--- config.mk ---
export PLATFORM = sky130hd
export DESIGN_NAME = cla_adder
export DESIGN_NICKNAME = d
export VERILOG_FILES = /design/src/rtl/cla_pkg.sv /design/src/rtl/cla_slice4.sv /design/src/rtl/cla_lookahead4.sv /design/src/rtl/cla_section.sv /design/src/rtl/cla_adder.sv
export SDC_FILE = /design/constraint.sdc
export NUM_CORES = 1
export LEC_CHECK = 0
export BUFFER_PORTS_ARGS = -buffer_cell sky130_fd_sc_hd__buf_4
export CAP_MARGIN = 20
export CORE_MARGIN = 1
export CORE_UTILIZATION = 35
export DETAILED_ROUTE_END_ITERATION = 8
export PLACE_DENSITY = 0.66
export SLEW_MARGIN = 10
export SYNTH_ARGS = -nofsm -noshare
export SYNTH_HDL_FRONTEND = slang
export SYNTH_SLANG_ARGS = --single-unit
--- constraint.sdc ---
create_clock -name vclk -period 3.34
set_clock_uncertainty 0.1 [all_clocks]
set_input_delay 0.501 -clock vclk [all_inputs]
set_output_delay 0.501 -clock vclk [all_outputs]
set_load 0.05 [all_outputs]
--- src/rtl/cla_pkg.sv ---
package cla_pkg;

  localparam int SLICE_W   = 4;
  localparam int GROUPS_N  = 4;
  localparam int SECTION_W = SLICE_W * GROUPS_N;

  // Active-low group flag pair.
  typedef struct packed {
    logic g_n;
    logic p_n;
  } grp_pg_t;

  // Neutral element: no generate, full propagate.
  localparam grp_pg_t PG_IDENTITY = '{g_n: 1'b1, p_n: 1'b0};

  // Combine a more significant pair (hi) with a less significant pair (lo).
  function automatic grp_pg_t pg_merge(input grp_pg_t hi, input grp_pg_t lo);
    grp_pg_t r;
    r.g_n = ~((~hi.g_n) | ((~hi.p_n) & (~lo.g_n)));
    r.p_n = ~((~hi.p_n) & (~lo.p_n));
    return r;
  endfunction

endpackage

--- src/rtl/cla_slice4.sv ---
module cla_slice4
  import cla_pkg::*;
#(
  parameter int W = SLICE_W
) (
  input  logic [W-1:0] a,
  input  logic [W-1:0] b,
  input  logic         cin,
  output logic [W-1:0] sum,
  output logic         g_n,
  output logic         p_n,
  output logic         c_local
);

  logic [W-1:0] bit_g;
  logic [W-1:0] bit_p;
  logic [W:0]   chain;
  logic         grp_g;

  assign bit_g = a & b;
  assign bit_p = a | b;

  // Local ripple chain for the sum bits.
  always_comb begin
    chain[0] = cin;
    for (int i = 0; i < W; i++) begin
      chain[i+1] = bit_g[i] | (bit_p[i] & chain[i]);
    end
  end

  assign sum     = a ^ b ^ chain[W-1:0];
  assign c_local = chain[W];

  // Group flags, built without the carry-in.
  always_comb begin
    grp_g = bit_g[0];
    for (int i = 1; i < W; i++) begin
      grp_g = bit_g[i] | (bit_p[i] & grp_g);
    end
  end

  assign g_n = ~grp_g;
  assign p_n = ~(&bit_p);

  always_comb begin
    if (!g_n) begin
      AST_SLICE_GEN_CARRIES: assert (c_local) else $error("slice generate without carry out");
    end
    if (g_n && p_n) begin
      AST_SLICE_KILL_BLOCKS: assert (!c_local) else $error("slice blocks carry but carry out set");
    end
  end

endmodule

--- src/rtl/cla_lookahead4.sv ---
module cla_lookahead4
  import cla_pkg::*;
#(
  parameter int NG = GROUPS_N
) (
  input  logic [NG-1:0] g_n,
  input  logic [NG-1:0] p_n,
  input  logic          cin,
  output logic [NG-2:0] c_grp,
  output logic          bg_n,
  output logic          bp_n
);

  logic [NG-1:0] g;
  logic [NG-1:0] p;

  assign g = ~g_n;
  assign p = ~p_n;

  // Carries into groups 1..NG-1, flat sums of products in true polarity.
  always_comb begin
    logic acc;
    logic term;
    for (int i = 1; i < NG; i++) begin
      term = cin;
      for (int k = 0; k < i; k++) term = term & p[k];
      acc = term;
      for (int j = 0; j < i; j++) begin
        term = g[j];
        for (int k = j + 1; k < i; k++) term = term & p[k];
        acc = acc | term;
      end
      c_grp[i-1] = acc;
    end
  end

  // Block flags across all groups, driven active low.
  always_comb begin
    logic acc;
    logic term;
    acc = 1'b0;
    for (int j = 0; j < NG; j++) begin
      term = g[j];
      for (int k = j + 1; k < NG; k++) term = term & p[k];
      acc = acc | term;
    end
    bg_n = ~acc;
    bp_n = ~(&p);
  end

  always_comb begin
    if (!g_n[0]) begin
      AST_LA_GEN0_CARRY: assert (c_grp[0]) else $error("group 0 generate did not carry");
    end
    if (!bp_n && (&g_n)) begin
      AST_LA_PASS_THROUGH: assert (c_grp == {(NG-1){cin}}) else $error("propagate path lost carry-in");
    end
    if (!bg_n) begin
      AST_LA_BLOCK_GEN: assert (!(&g_n)) else $error("block generate with no group generate");
    end
  end

endmodule

--- src/rtl/cla_section.sv ---
module cla_section
  import cla_pkg::*;
#(
  parameter int NUM_SLICES = GROUPS_N,
  localparam int SW = SLICE_W * NUM_SLICES
) (
  input  logic [SW-1:0] a,
  input  logic [SW-1:0] b,
  input  logic          cin,
  output logic [SW-1:0] sum,
  output grp_pg_t       pg,
  output logic          cout
);

  logic [GROUPS_N-1:0] grp_g_n;
  logic [GROUPS_N-1:0] grp_p_n;
  logic [GROUPS_N-2:0] c_grp;
  logic [GROUPS_N-1:0] c_in_vec;
  logic [NUM_SLICES-1:0] c_local;
  logic bg_n;
  logic bp_n;

  assign c_in_vec = {c_grp, cin};

  genvar i;
  for (i = 0; i < GROUPS_N; i++) begin : g_pos
    if (i < NUM_SLICES) begin : g_real
      cla_slice4 #(.W(SLICE_W)) u_slice (
        .a       (a[i*SLICE_W +: SLICE_W]),
        .b       (b[i*SLICE_W +: SLICE_W]),
        .cin     (c_in_vec[i]),
        .sum     (sum[i*SLICE_W +: SLICE_W]),
        .g_n     (grp_g_n[i]),
        .p_n     (grp_p_n[i]),
        .c_local (c_local[i])
      );
    end else begin : g_pad
      // Missing group: never generates, always passes a carry on.
      assign grp_g_n[i] = 1'b1;
      assign grp_p_n[i] = 1'b0;
    end
  end

  cla_lookahead4 #(.NG(GROUPS_N)) u_la (
    .g_n   (grp_g_n),
    .p_n   (grp_p_n),
    .cin   (cin),
    .c_grp (c_grp),
    .bg_n  (bg_n),
    .bp_n  (bp_n)
  );

  assign pg.g_n = bg_n;
  assign pg.p_n = bp_n;
  assign cout   = (~bg_n) | ((~bp_n) & cin);

  for (i = 0; i < NUM_SLICES - 1; i++) begin : g_chk
    always_comb begin
      AST_LA_MATCHES_RIPPLE: assert (c_grp[i] == c_local[i]) else $error("lookahead carry differs from slice ripple");
    end
  end

  always_comb begin
    AST_SECT_COUT_MATCH: assert (cout == c_local[NUM_SLICES-1]) else $error("section carry-out mismatch");
  end

endmodule

--- src/rtl/cla_adder.sv ---
module cla_adder
  import cla_pkg::*;
#(
  parameter int WIDTH = 32
) (
  input  logic [WIDTH-1:0] a,
  input  logic [WIDTH-1:0] b,
  input  logic             cin,
  output logic [WIDTH-1:0] sum,
  output logic             cout,
  output logic             blk_g_n,
  output logic             blk_p_n
);

  localparam int NSLICE = WIDTH / SLICE_W;
  localparam int NSECT  = (NSLICE + GROUPS_N - 1) / GROUPS_N;

  if ((WIDTH % SLICE_W) != 0 || WIDTH < SLICE_W) begin : g_bad_width
    $error("cla_adder: WIDTH must be a positive multiple of 4");
  end

  logic    [NSECT:0] sec_c;
  grp_pg_t           chain_pg [NSECT+1];
  grp_pg_t           sec_pg   [NSECT];

  assign sec_c[0]    = cin;
  assign chain_pg[0] = PG_IDENTITY;

  genvar s;
  for (s = 0; s < NSECT; s++) begin : g_sect
    localparam int NS = ((NSLICE - s*GROUPS_N) > GROUPS_N) ? GROUPS_N : (NSLICE - s*GROUPS_N);
    localparam int LO = s * SECTION_W;

    cla_section #(.NUM_SLICES(NS)) u_sect (
      .a    (a[LO +: NS*SLICE_W]),
      .b    (b[LO +: NS*SLICE_W]),
      .cin  (sec_c[s]),
      .sum  (sum[LO +: NS*SLICE_W]),
      .pg   (sec_pg[s]),
      .cout (sec_c[s+1])
    );

    assign chain_pg[s+1] = pg_merge(sec_pg[s], chain_pg[s]);
  end

  assign cout    = sec_c[NSECT];
  assign blk_g_n = chain_pg[NSECT].g_n;
  assign blk_p_n = chain_pg[NSECT].p_n;

  always_comb begin
    AST_COUT_FROM_FLAGS: assert (cout == ((!blk_g_n) | ((!blk_p_n) & cin))) else $error("carry-out disagrees with block flags");
    if (!blk_g_n) begin
      AST_GEN_FORCES_COUT: assert (cout) else $error("block generate without carry-out");
    end
  end

endmodule

==> impl_results.md <==
- Worst Setup Start Kind: input port
- LEAKAGE: between 2 and 2.5 nW
- Avg Inst Size Synth: 8.748 um^2
- Net Count, Synth: roughly 400
- Fillers: 410
- DRC Markers: 0
- Area contributors post-synth: ha_1 38%, fa_1 23%, inv_1 15%
- GRT Util Overall: 17.82%
- Drt wl/cell: 12.40 um
- Multi-input logic area: roughly 2400 um^2
- CTS Hold Bufs: 0
- Gp weighted congestion: 0.7313
- Initial Utilization: about 37%
- Area Growth Syn to Fin: 104.0%
- WP data required: around 2.7 ns
- DPL Wire Length: a little under 5000 um
- Initial antenna violation count: 0
- Max-cap viol count: 0
- Post-Synthesis Cells: about 240
- First-pass GRT wire length: 9156 um
- Crit-path max FO: 3
- Worst-margin pin slew: 0.3007 ns
- Yosys cell types: 34
- GR Overflow Total: 0
- Placed cell count: approximately 460
- Port Buf Inserts: 100
- N_diodes: 0
- Share of layout cells above drive strength 1: 70.47%
- Placement Setup Slack: -0.7074 ns
- Sequential element share of the synthesized area: 0%
- Max-slew violations: 0
- DRT antenna net count: 0
- Worst setup EP type: output pin
- Crit path kind: input port to output pin
- Status: finished with violations
- Pin count of the biggest net entering global routing: 5
- Final worst-path setup slack: -0.6073 ns
- Boundary Pins: 100
- F_max: between 200 and 300 MHz
- Most frequent cell after synthesis: inv_1
- First drt pass iteration count: 4
- Final Cycle Share: 118.2%
- Commonest cells post-synth: 85 x inv_1, 64 x ha_1, 24 x fa_1, 10 x a21oi_1, 9 x nor2_1
- Count of warnings emitted by yosys: 0
- Post-Syn Area: approximately 2100 um^2
- Via count: around 2100
- Vias in the first global route: 2223
- Crit path DAT: 3.35 ns
- DIE WIDTH: 79.78 um
- Failing checks: negative setup slack
- Min-Delay Path Class: input port to output pin
- Largest area contributor in the synthesized netlist: ha_1
- Final Non-Filler Cells: approximately 480
- Nets: 558
- Setup-failing EPs final: 21
- Maximum vdd drop: between 0.2 and 0.25 mV
- Pwr Density: 249.4 nW/um^2
- Vias per inst: about 4.4
- Number of sequential cells: 0
- Detailed-route wire length: 5889 um
- Core area: 5675 um^2
- CLK BUF: 0
- Seq. cell area: 0 um^2
- Drt initial violations: 24
- Area of the die: 6364 um^2
- RSZ-0062 raised after global routing: yes
- Die Span Y: 79.78 um
- Slew Limit Headroom: 79.74%
- Cell Rows: 27
- Hold Vio Cnt, Final: 0
- Final min period: between 3 and 4 ns
- Synth top area share: a little under two fifths
logic make-up after synthesis:
kind of cell             Yosys count  synth area share (%)
AO/OA/AOI/OAI                     33                 12.65
XOR/XNOR                           8                 3.310
adder cells (fa/ha/maj)           88                 60.52
buffers and inverters             85                 15.07
AND/OR/NAND/NOR                   28                 8.451
stage by stage:
step / utilization (%) / instance area, um^2 / hold slack, ns / setup TNS, ns / total power (W)
finish: 76.08 / 4318 / 1.358 / -7.733 / 0.001077
global route: 76.08 / 4318 / 1.362 / -9.674 / 0.001143
CTS: 73.02 / 4144 / 1.361 / -6.381 / 0.001039
detailed placement: 66.09 / 3751 / 1.359 / -9.054 / 0.0009365
global placement: 66.09 / 3751 / 1.340 / -8.176 / 0.0009228
floorplan: - / 2550 / 1.227 / -3.232 / 0.0006548
area by class of cell:
cell class / count / area share (%)
inverters: 85 / 9.157
multi-input cells: 157 / 55.52
repair buffers: 161 / 33.24
well taps: 72 / 2.086
path summary, 6_finish.rpt:
kind	startpoint	endpoint	slack [ns]	depth (start not counted)
setup / recovery	b[7]	sum[30]	-0.61	16
hold / removal	b[28]	sum[28]	1.36	3
layer usage:
metal | routed length [um] | vias up | track usage, %
met5 | 0 | - | 0
met4 | 0 | 0 | 0
met3 | 195 | 0 | 0
met2 | 3372 | 52 | 39.06
met1 | 2321 | 975 | 19.68
li1 | - | 1044 | -
repair_timing:
item	CTS	global route
gates resized for setup	85	37
buffers inserted	8	6
setup endpoints to repair	21	21
gates cloned	0	0
pin swaps	39	8
placed cells by master (no fill, tap or decap), types with 3 or more instances in the layout:
cell / instances
buf_4: 121
inv_1: 46
ha_1: 35
inv_2: 25
buf_6: 25
ha_4: 20
fa_2: 19
buf_8: 11
ha_2: 9
nor2_1: 7
inv_4: 5
xor2_4: 5
fa_1: 5
a21oi_1: 4
a21oi_2: 4
buf_12: 4
a221oi_2: 3
a21o_1: 3
nor4_4: 3
o21bai_1: 3
clkinvlp_4: 3
inv_12: 3
report_power, final:
part	internal [W]	total (W)	leakage, nW	switching [W]
Sequential	0	0	0	0
Clock	0	0	0	0
Combinational	0.000470	0.00108	2.12	0.000607
Total	0.000470	0.00108	2.12	0.000607
worst max-delay path: stages:
cell and delay (ns):
buf_4 0.11, inv_4 0.03, ha_4 0.16, nor3_2 0.26, a21oi_2 0.10, o21ai_2 0.11
a221oi_2 0.11, buf_4 0.16, a221o_1 0.33, nand3_2 0.09, fa_2 0.19, inv_2 0.04
fa_2 0.35, fa_2 0.56, clkinvlp_4 0.09, buf_8 0.15
(Power assumes the default switching activity.)
